File: src/rtl/cmac_pkg.sv
package cmac_pkg;

  function automatic int guard_bits(input int n);
    return (n <= 1) ? 0 : $clog2(n);
  endfunction

  typedef struct packed {
    logic vld;
    logic clr;
  } ctl_t;

endpackage

File: src/rtl/cmac_pipe.sv
module cmac_pipe #(
  parameter int W     = 8,
  parameter int DEPTH = 2
) (
  input  logic         clk,
  input  logic         rst_n,
  input  logic         en,
  input  logic [W-1:0] d,
  output logic [W-1:0] q
);

  logic [W-1:0] stg [DEPTH];

  for (genvar i = 0; i < DEPTH; i++) begin : g_stage
    always_ff @(posedge clk) begin
      if (!rst_n) begin
        stg[i] <= '0;
      end else if (en) begin
        if (i == 0) stg[i] <= d;
        else        stg[i] <= stg[(i == 0) ? 0 : i-1];
      end
    end
  end

  assign q = stg[DEPTH-1];

endmodule

File: src/rtl/cmac_cross_term.sv
module cmac_cross_term #(
  parameter int DW = 16,
  localparam int PW = 2*DW + 1
) (
  input  logic                 clk,
  input  logic                 rst_n,
  input  logic                 en,
  input  logic signed [DW-1:0] a_re,
  input  logic signed [DW-1:0] a_im,
  input  logic signed [DW-1:0] b_im,
  output logic signed [PW-1:0] p1
);

  logic signed [DW:0]   are_x, aim_x;
  logic signed [DW:0]   dif_q;
  logic signed [DW-1:0] bim_q;
  logic signed [PW-1:0] mul_q, prd_q, prd_d;

  assign are_x = a_re;
  assign aim_x = a_im;

  always_ff @(posedge clk) begin
    if (!rst_n) begin
      dif_q <= '0;
      bim_q <= '0;
      mul_q <= '0;
      prd_q <= '0;
      prd_d <= '0;
    end else if (en) begin
      dif_q <= are_x - aim_x;
      bim_q <= b_im;
      mul_q <= dif_q * bim_q;
      prd_q <= mul_q;
      prd_d <= prd_q;
    end
  end

  assign p1 = prd_d;

endmodule

File: src/rtl/cmac_leg.sv
module cmac_leg #(
  parameter int DW       = 16,
  parameter int ACW      = 44,
  parameter bit NEGATE_B = 1'b1,
  localparam int PW = 2*DW + 1
) (
  input  logic                  clk,
  input  logic                  rst_n,
  input  logic                  en,
  input  logic signed [DW-1:0]  x,
  input  logic signed [DW-1:0]  b_re,
  input  logic signed [DW-1:0]  b_im,
  input  logic signed [PW-1:0]  p1,
  input  logic                  vld,
  input  logic                  clr,
  output logic signed [ACW-1:0] acc
);

  logic signed [DW:0]    bre_x, bim_x, pre_c;
  logic signed [DW:0]    pre_q;
  logic signed [DW-1:0]  x_q;
  logic signed [PW-1:0]  mul_q;
  logic signed [ACW-1:0] mul_e, p1_e, base, nxt;

  assign bre_x = b_re;
  assign bim_x = b_im;

  if (NEGATE_B) begin : g_sub
    assign pre_c = bre_x - bim_x;
  end else begin : g_add
    assign pre_c = bre_x + bim_x;
  end

  always_ff @(posedge clk) begin
    if (!rst_n) begin
      pre_q <= '0;
      x_q   <= '0;
      mul_q <= '0;
    end else if (en) begin
      pre_q <= pre_c;
      x_q   <= x;
      mul_q <= pre_q * x_q;
    end
  end

  assign mul_e = mul_q;
  assign p1_e  = p1;

  always_comb begin
    base = clr ? '0 : acc;
    nxt  = base + mul_e + p1_e;
  end

  always_ff @(posedge clk) begin
    if (!rst_n)          acc <= '0;
    else if (en && vld)  acc <= nxt;
  end

endmodule

File: src/rtl/cplx3m_mac.sv
module cplx3m_mac #(
  parameter int DW      = 16,
  parameter int MAX_ACC = 1024,
  localparam int ACW    = 2*DW + 2 + cmac_pkg::guard_bits(MAX_ACC)
) (
  input  logic                  clk,
  input  logic                  rst_n,
  input  logic                  in_valid,
  output logic                  in_ready,
  input  logic                  in_clear,
  input  logic signed [DW-1:0]  a_re,
  input  logic signed [DW-1:0]  a_im,
  input  logic signed [DW-1:0]  b_re,
  input  logic signed [DW-1:0]  b_im,
  output logic                  out_valid,
  input  logic                  out_ready,
  output logic signed [ACW-1:0] acc_re,
  output logic signed [ACW-1:0] acc_im
);

  import cmac_pkg::*;

  localparam int PW = 2*DW + 1;
  localparam int OW = 4*DW;

  logic                 en, fire;
  logic signed [DW-1:0] are1, aim1, bre1, bim1;
  logic signed [DW-1:0] are3, aim3, bre3, bim3;
  logic [OW-1:0]        ops1, ops3;
  ctl_t                 ctl1, ctl5;
  logic [1:0]           ctl5_bits;
  logic signed [PW-1:0] p1_s5;

  assign en       = out_ready;
  assign in_ready = en;
  assign fire     = in_valid && in_ready;

  // stage 1: operand capture
  always_ff @(posedge clk) begin
    if (!rst_n) begin
      are1 <= '0; aim1 <= '0; bre1 <= '0; bim1 <= '0;
      ctl1 <= '0;
    end else if (en) begin
      are1 <= a_re; aim1 <= a_im; bre1 <= b_re; bim1 <= b_im;
      ctl1.vld <= in_valid;
      ctl1.clr <= in_valid && in_clear;
    end
  end

  // two-cycle alignment of leg operands with the shared term
  assign ops1 = {are1, aim1, bre1, bim1};

  cmac_pipe #(.W(OW), .DEPTH(2)) u_align (
    .clk(clk), .rst_n(rst_n), .en(en), .d(ops1), .q(ops3)
  );

  assign are3 = ops3[4*DW-1:3*DW];
  assign aim3 = ops3[3*DW-1:2*DW];
  assign bre3 = ops3[2*DW-1:DW];
  assign bim3 = ops3[DW-1:0];

  // control travels stage 1 -> stage 5
  cmac_pipe #(.W(2), .DEPTH(4)) u_ctl (
    .clk(clk), .rst_n(rst_n), .en(en), .d(ctl1), .q(ctl5_bits)
  );
  assign ctl5 = ctl5_bits;

  cmac_cross_term #(.DW(DW)) u_cross (
    .clk(clk), .rst_n(rst_n), .en(en),
    .a_re(are1), .a_im(aim1), .b_im(bim1), .p1(p1_s5)
  );

  cmac_leg #(.DW(DW), .ACW(ACW), .NEGATE_B(1'b1)) u_leg_re (
    .clk(clk), .rst_n(rst_n), .en(en),
    .x(are3), .b_re(bre3), .b_im(bim3), .p1(p1_s5),
    .vld(ctl5.vld), .clr(ctl5.clr), .acc(acc_re)
  );

  cmac_leg #(.DW(DW), .ACW(ACW), .NEGATE_B(1'b0)) u_leg_im (
    .clk(clk), .rst_n(rst_n), .en(en),
    .x(aim3), .b_re(bre3), .b_im(bim3), .p1(p1_s5),
    .vld(ctl5.vld), .clr(ctl5.clr), .acc(acc_im)
  );

  always_ff @(posedge clk) begin
    if (!rst_n)  out_valid <= 1'b0;
    else if (en) out_valid <= ctl5.vld;
  end

  // a taken pair surfaces after six advancing edges
  p_latency_r2: assert property (@(posedge clk) disable iff (!rst_n)
    ($past(fire,6) && $past(rst_n,6) &&
     $past(out_ready,1) && $past(out_ready,2) && $past(out_ready,3) &&
     $past(out_ready,4) && $past(out_ready,5) &&
     $past(rst_n,1) && $past(rst_n,2) && $past(rst_n,3) &&
     $past(rst_n,4) && $past(rst_n,5))
    |-> out_valid);

  // no result beat means no change to the sums
  p_idle_hold_r5: assert property (@(posedge clk) disable iff (!rst_n)
    ($past(rst_n) && !out_valid) |-> ($stable(acc_re) && $stable(acc_im)));

  // a stalled edge changes nothing visible
  p_stall_hold_r6: assert property (@(posedge clk) disable iff (!rst_n)
    ($past(rst_n) && !$past(out_ready))
    |-> ($stable(out_valid) && $stable(acc_re) && $stable(acc_im)));

  // state straight after reset
  p_reset_state_r7: assert property (@(posedge clk) disable iff (!rst_n)
    !$past(rst_n) |-> (!out_valid && acc_re == '0 && acc_im == '0));

endmodule

File: config.mk
export PLATFORM = sky130hd
export DESIGN_NAME = cplx3m_mac
export DESIGN_NICKNAME = d
export VERILOG_FILES = /design/src/rtl/cmac_pkg.sv /design/src/rtl/cmac_pipe.sv /design/src/rtl/cmac_cross_term.sv /design/src/rtl/cmac_leg.sv /design/src/rtl/cplx3m_mac.sv
export SDC_FILE = /design/constraint.sdc
export NUM_CORES = 2
export LEC_CHECK = 0
export CORE_MARGIN = 2
export CORE_UTILIZATION = 35
export CTS_BUF_LIST = sky130_fd_sc_hd__clkbuf_8
export CTS_CLUSTER_DIAMETER = 200
export CTS_CLUSTER_SIZE = 20
export DETAILED_ROUTE_END_ITERATION = 10
export GPL_ROUTABILITY_DRIVEN = 0
export GPL_TIMING_DRIVEN = 0
export HOLD_SLACK_MARGIN = 0.1
export MAX_ROUTING_LAYER = met4
export PLACE_DENSITY = 0.59
export SLEW_MARGIN = 40
export SYNTH_ARGS = -nofsm -noshare
export SYNTH_HDL_FRONTEND = slang
export SYNTH_SLANG_ARGS = --single-unit
File: constraint.sdc
create_clock -name clk -period 7.9 [get_ports clk]
set_clock_uncertainty 0.1 [all_clocks]
set_input_delay 0.79 -clock clk [delete_from_list [all_inputs] [get_ports clk]]
set_output_delay 0.79 -clock clk [all_outputs]
set_load 0.005 [all_outputs]
==> impl_results.md <==
* Final ANT Viol Nets at 0
* F_max at 0.130 GHz
* Leakage power at 30.9 nW
* Via-per-instance ratio at 5.13
* Yosys warns at 0
* Setup crit start kind: flip-flop
* Part of the Yosys area used for sequential elements at 21.3%
* Number of I/O port buffers at 157
* Worst slack, placed at -0.0331 ns
* EDFF count, synth at 136
* Layout cell share with drive strength beyond 1 at 2.50%
* Leading post-synthesis cells by cell area: fa_1, dfxtp_1, ha_1
* # setup viols final at 0
* Worst min path class: flip-flop to flip-flop
* Overall power at 6.82 mW
* Crit path max-delay family: adder cells
* Syn Nets at 7565
* Final Cycle Share at 97.7%
* Pins over their slew limit at 0
* Worst-path clk slew at 0.14 ns
* Routed len/inst at 21.6 um
* Initial DRC count at 3471
* Worst Path Required at 8.47 ns
* CP bufs+invs at 4
* Routed vias at 44000
* Status: completed
* TritonCTS clock tree: yes
* Total CTS buffers at 31
* Synthesis-stage register bit count at 554
* Fillers at 16600
* Main flop type after synthesis: dfxtp_1
* R2R cell count at 23
* Initial core utilization at 35.3%
* Die Area at 170000 sq um
* Hold Worst Slack at 0.373 ns
* Setup Crit Path Kind: flip-flop to flip-flop
* Worst slew margin at 38.9%
* Setup TNS at 0 ns
* Critical path's slowest cell: clkbuf_1
* FF-to-FF setup slack at 0.18 ns
* First-pass GRT wire length at 278 mm
* Cell area power density at 107 nW/um^2
* RSZ-0062 raised after global routing: no
* Worst ir drop on vdd at 0.000125 V
* Post-synthesis cell count at 6193
* Largest net degree at the start of global routing at 52
* Count leader, synth: inv_1
* DRC at 0
* Nets at 7754
* Reg-to-Reg End: u_leg_im.mul_q[31]$_SDFFE_PN0P_
* CTS sink cnt at 554
* Share of the synthesized area in the top cell type at 31.5%
* Dpl hpwl at 154 mm
* Crit path max fanout at 10
* Critical Path Max Stage Delay at 0.67 ns
* Pre-antenna DRT Iters at 6
* Final setup margin at 0.179 ns
* Die Ht at 412 um
* Final WL at 185 mm
* Cell Rows at 149
* Crit path depth at 23
* Minimum clock period at 7.72 ns
* Clk_lat worst skew at 0.79 ns
* Grt ovf at 0
* Worst EP arrival at 8.29 ns
* I/O pin cnt at 159
* Reg2reg start: u_leg_im.pre_q[11]$_SDFFE_PN0P_
* Tightest Pin Transition at 0.917 ns
* WHS Path Cells at 2
* Worst-path cell chain: clkbuf_1 > nand2_1 > fa_1 > fa_1 > fa_1 > inv_1 > fa_1 > fa_1 > inv_1 > fa_1 > inv_1 > ha_1 > a21oi_1 > o211ai_1 > a31oi_1 > o21ai_0 > o31ai_2 > a21oi_1 > o21ai_2 > nor3_1 > o311a_1 > or3_1 > a32o_1
* Initial antenna violation count at 6
* Post-synth ARST share at 0%
* Post-synth top cells: inv_1, fa_1, nand2_1
* GRT Resource Usage Total at 22.3%
* Worst path most repeated cell: fa_1
* CP Capture Point: u_leg_im.mul_q[31]$_SDFFE_PN0P_
* Endpoint class of the critical path: flip-flop
* Die X at 412 um
* Clock Tree Buf Depth at 3
* CTS root buf: clkbuf_8
* Crit path launch: u_leg_im.pre_q[11]$_SDFFE_PN0P_
* Number of global-route vias before repair at 44000
* Post-synthesis cell type count at 82
* Synth Cell Area at 58400 sq um
* Core Area at 165000 sq um
* H-tree levels at 1
* Area Overhead vs Synth at 8.67%
* Final number of hold-violating endpoints at 0
* Area leader, netlist: fa_1
* Post-layout util at 38.4%
* Synth Area per Inst at 9.42 sq um
* Max Cap Violations at 0
-- sequential cells by signal, indices dropped and copies added (netlist names), 17 cells and up --
register / flops
u_leg_re.acc: 44
u_cross.p1: 33
u_cross.mul_q: 33
u_align.stg: 128
u_leg_re.pre_q: 17
u_leg_im.acc: 44
u_leg_im.mul_q: 33
u_leg_re.mul_q: 33
u_cross.dif_q: 17
u_cross.prd_q: 33
-- power by group --
group	total (mW)	switching, mW	internal (mW)
Combinational	2.12	1.33	0.796
Sequential	3.34	0.275	3.07
Clock	1.35	0.985	0.368
-- logic make-up after synthesis --
| family | after synthesis | share of synthesized area (%) |
|---|---|---|
| simple gates | 1898 | 15.7 |
| fa+ha+maj | 1303 | 39.8 |
| buf+inv | 1272 | 8.19 |
| compound gates | 742 | 8.16 |
| flops | 554 | 21.3 |
| mux | 222 | 3.81 |
| xor+xnor | 202 | 3.03 |
-- per-stage QoR --
step | area, sq um | cells
2_1_floorplan | 58400 | 6193
3_3_place_gp | 62700 | 8539
3_5_place_dp | 62900 | 8544
4_1_cts | 63400 | 8591
5_1_grt | 63400 | 8589
6_report | 63400 | 8592
-- per-layer routing --
metal / GRT usage, % / up-vias / wire [um]
met5: - / - / 0
met4: 7.00 / 0 / 6930
met3: 3.19 / 251 / 13700
met2: 34.1 / 1568 / 83500
met1: 30.6 / 22300 / 81300
li1: - / 19900 / -
-- worst reg2reg max path, cell delays in order (launching register included) --
cell and delay [ns]:
dfxtp_1 0.60, clkbuf_1 0.67, nand2_1 0.19, fa_1 0.56
fa_1 0.53, fa_1 0.52, inv_1 0.06, fa_1 0.49
fa_1 0.50, inv_1 0.05, fa_1 0.49, inv_1 0.05
ha_1 0.35, a21oi_1 0.17, o211ai_1 0.10, a31oi_1 0.26
o21ai_0 0.18, o31ai_2 0.37, a21oi_1 0.18, o21ai_2 0.21
nor3_1 0.10, o311a_1 0.36, or3_1 0.31, a32o_1 0.24
-- cell usage in the layout (no fill, tap or decap), types with 38 or more instances in the layout --
cell and n:
xnor2_1 148, nor2b_1 109, nand2_1 633, o21ai_0 142, edfxtp_1 136, and2_1 390
ha_1 384, a21o_1 110, nand2b_1 49, xor2_1 54, nand3_1 51, clkdlybuf4s50_1 157
a21oi_1 242, inv_1 1009, fa_1 919, nor2_1 423, clkbuf_1 182, and3_1 139
mux2i_1 221, dfxtp_1 407, clkbuf_2 67, a211oi_1 38
-- timing repair --
item	in CTS	in global routing
setup buffers	0	0
hold buffers	0	0
gates resized for setup	4	60
pin swaps	0	1
hold endpoints to repair	0	0
setup endpoints to repair	1	10
-- worst min path at each step --
stage	startpoint	to	slack (ns)
floorplan	u_cross.mul_q[14]$_SDFFE_PN0P_	u_cross.mul_q[14]$_SDFFE_PN0P_	0.32
global placement	u_cross.mul_q[26]$_SDFFE_PN0P_	u_cross.mul_q[26]$_SDFFE_PN0P_	0.34
detailed placement	u_cross.mul_q[28]$_SDFFE_PN0P_	u_cross.mul_q[28]$_SDFFE_PN0P_	0.35
CTS	u_cross.mul_q[28]$_SDFFE_PN0P_	u_cross.mul_q[28]$_SDFFE_PN0P_	0.37
global route	u_leg_im.mul_q[0]$_SDFFE_PN0P_	u_leg_im.mul_q[0]$_SDFFE_PN0P_	0.39
finish	u_cross.mul_q[28]$_SDFFE_PN0P_	u_cross.mul_q[28]$_SDFFE_PN0P_	0.37
-- layout make-up --
type | count | area, sq um | area share, %
multi-input combinational | 4367 | 41200 | 64.9
sequential | 554 | 12500 | 19.7
inverter | 997 | 3750 | 5.91
tap | 2189 | 2740 | 4.32
timing repair buffer | 162 | 1690 | 2.66
buffer | 269 | 1110 | 1.75
clock buffer | 31 | 427 | 0.673
clock inverter | 16 | 72.6 | 0.114
antenna | 7 | 17.5 | 0.0276
(Power assumes the default switching activity.)
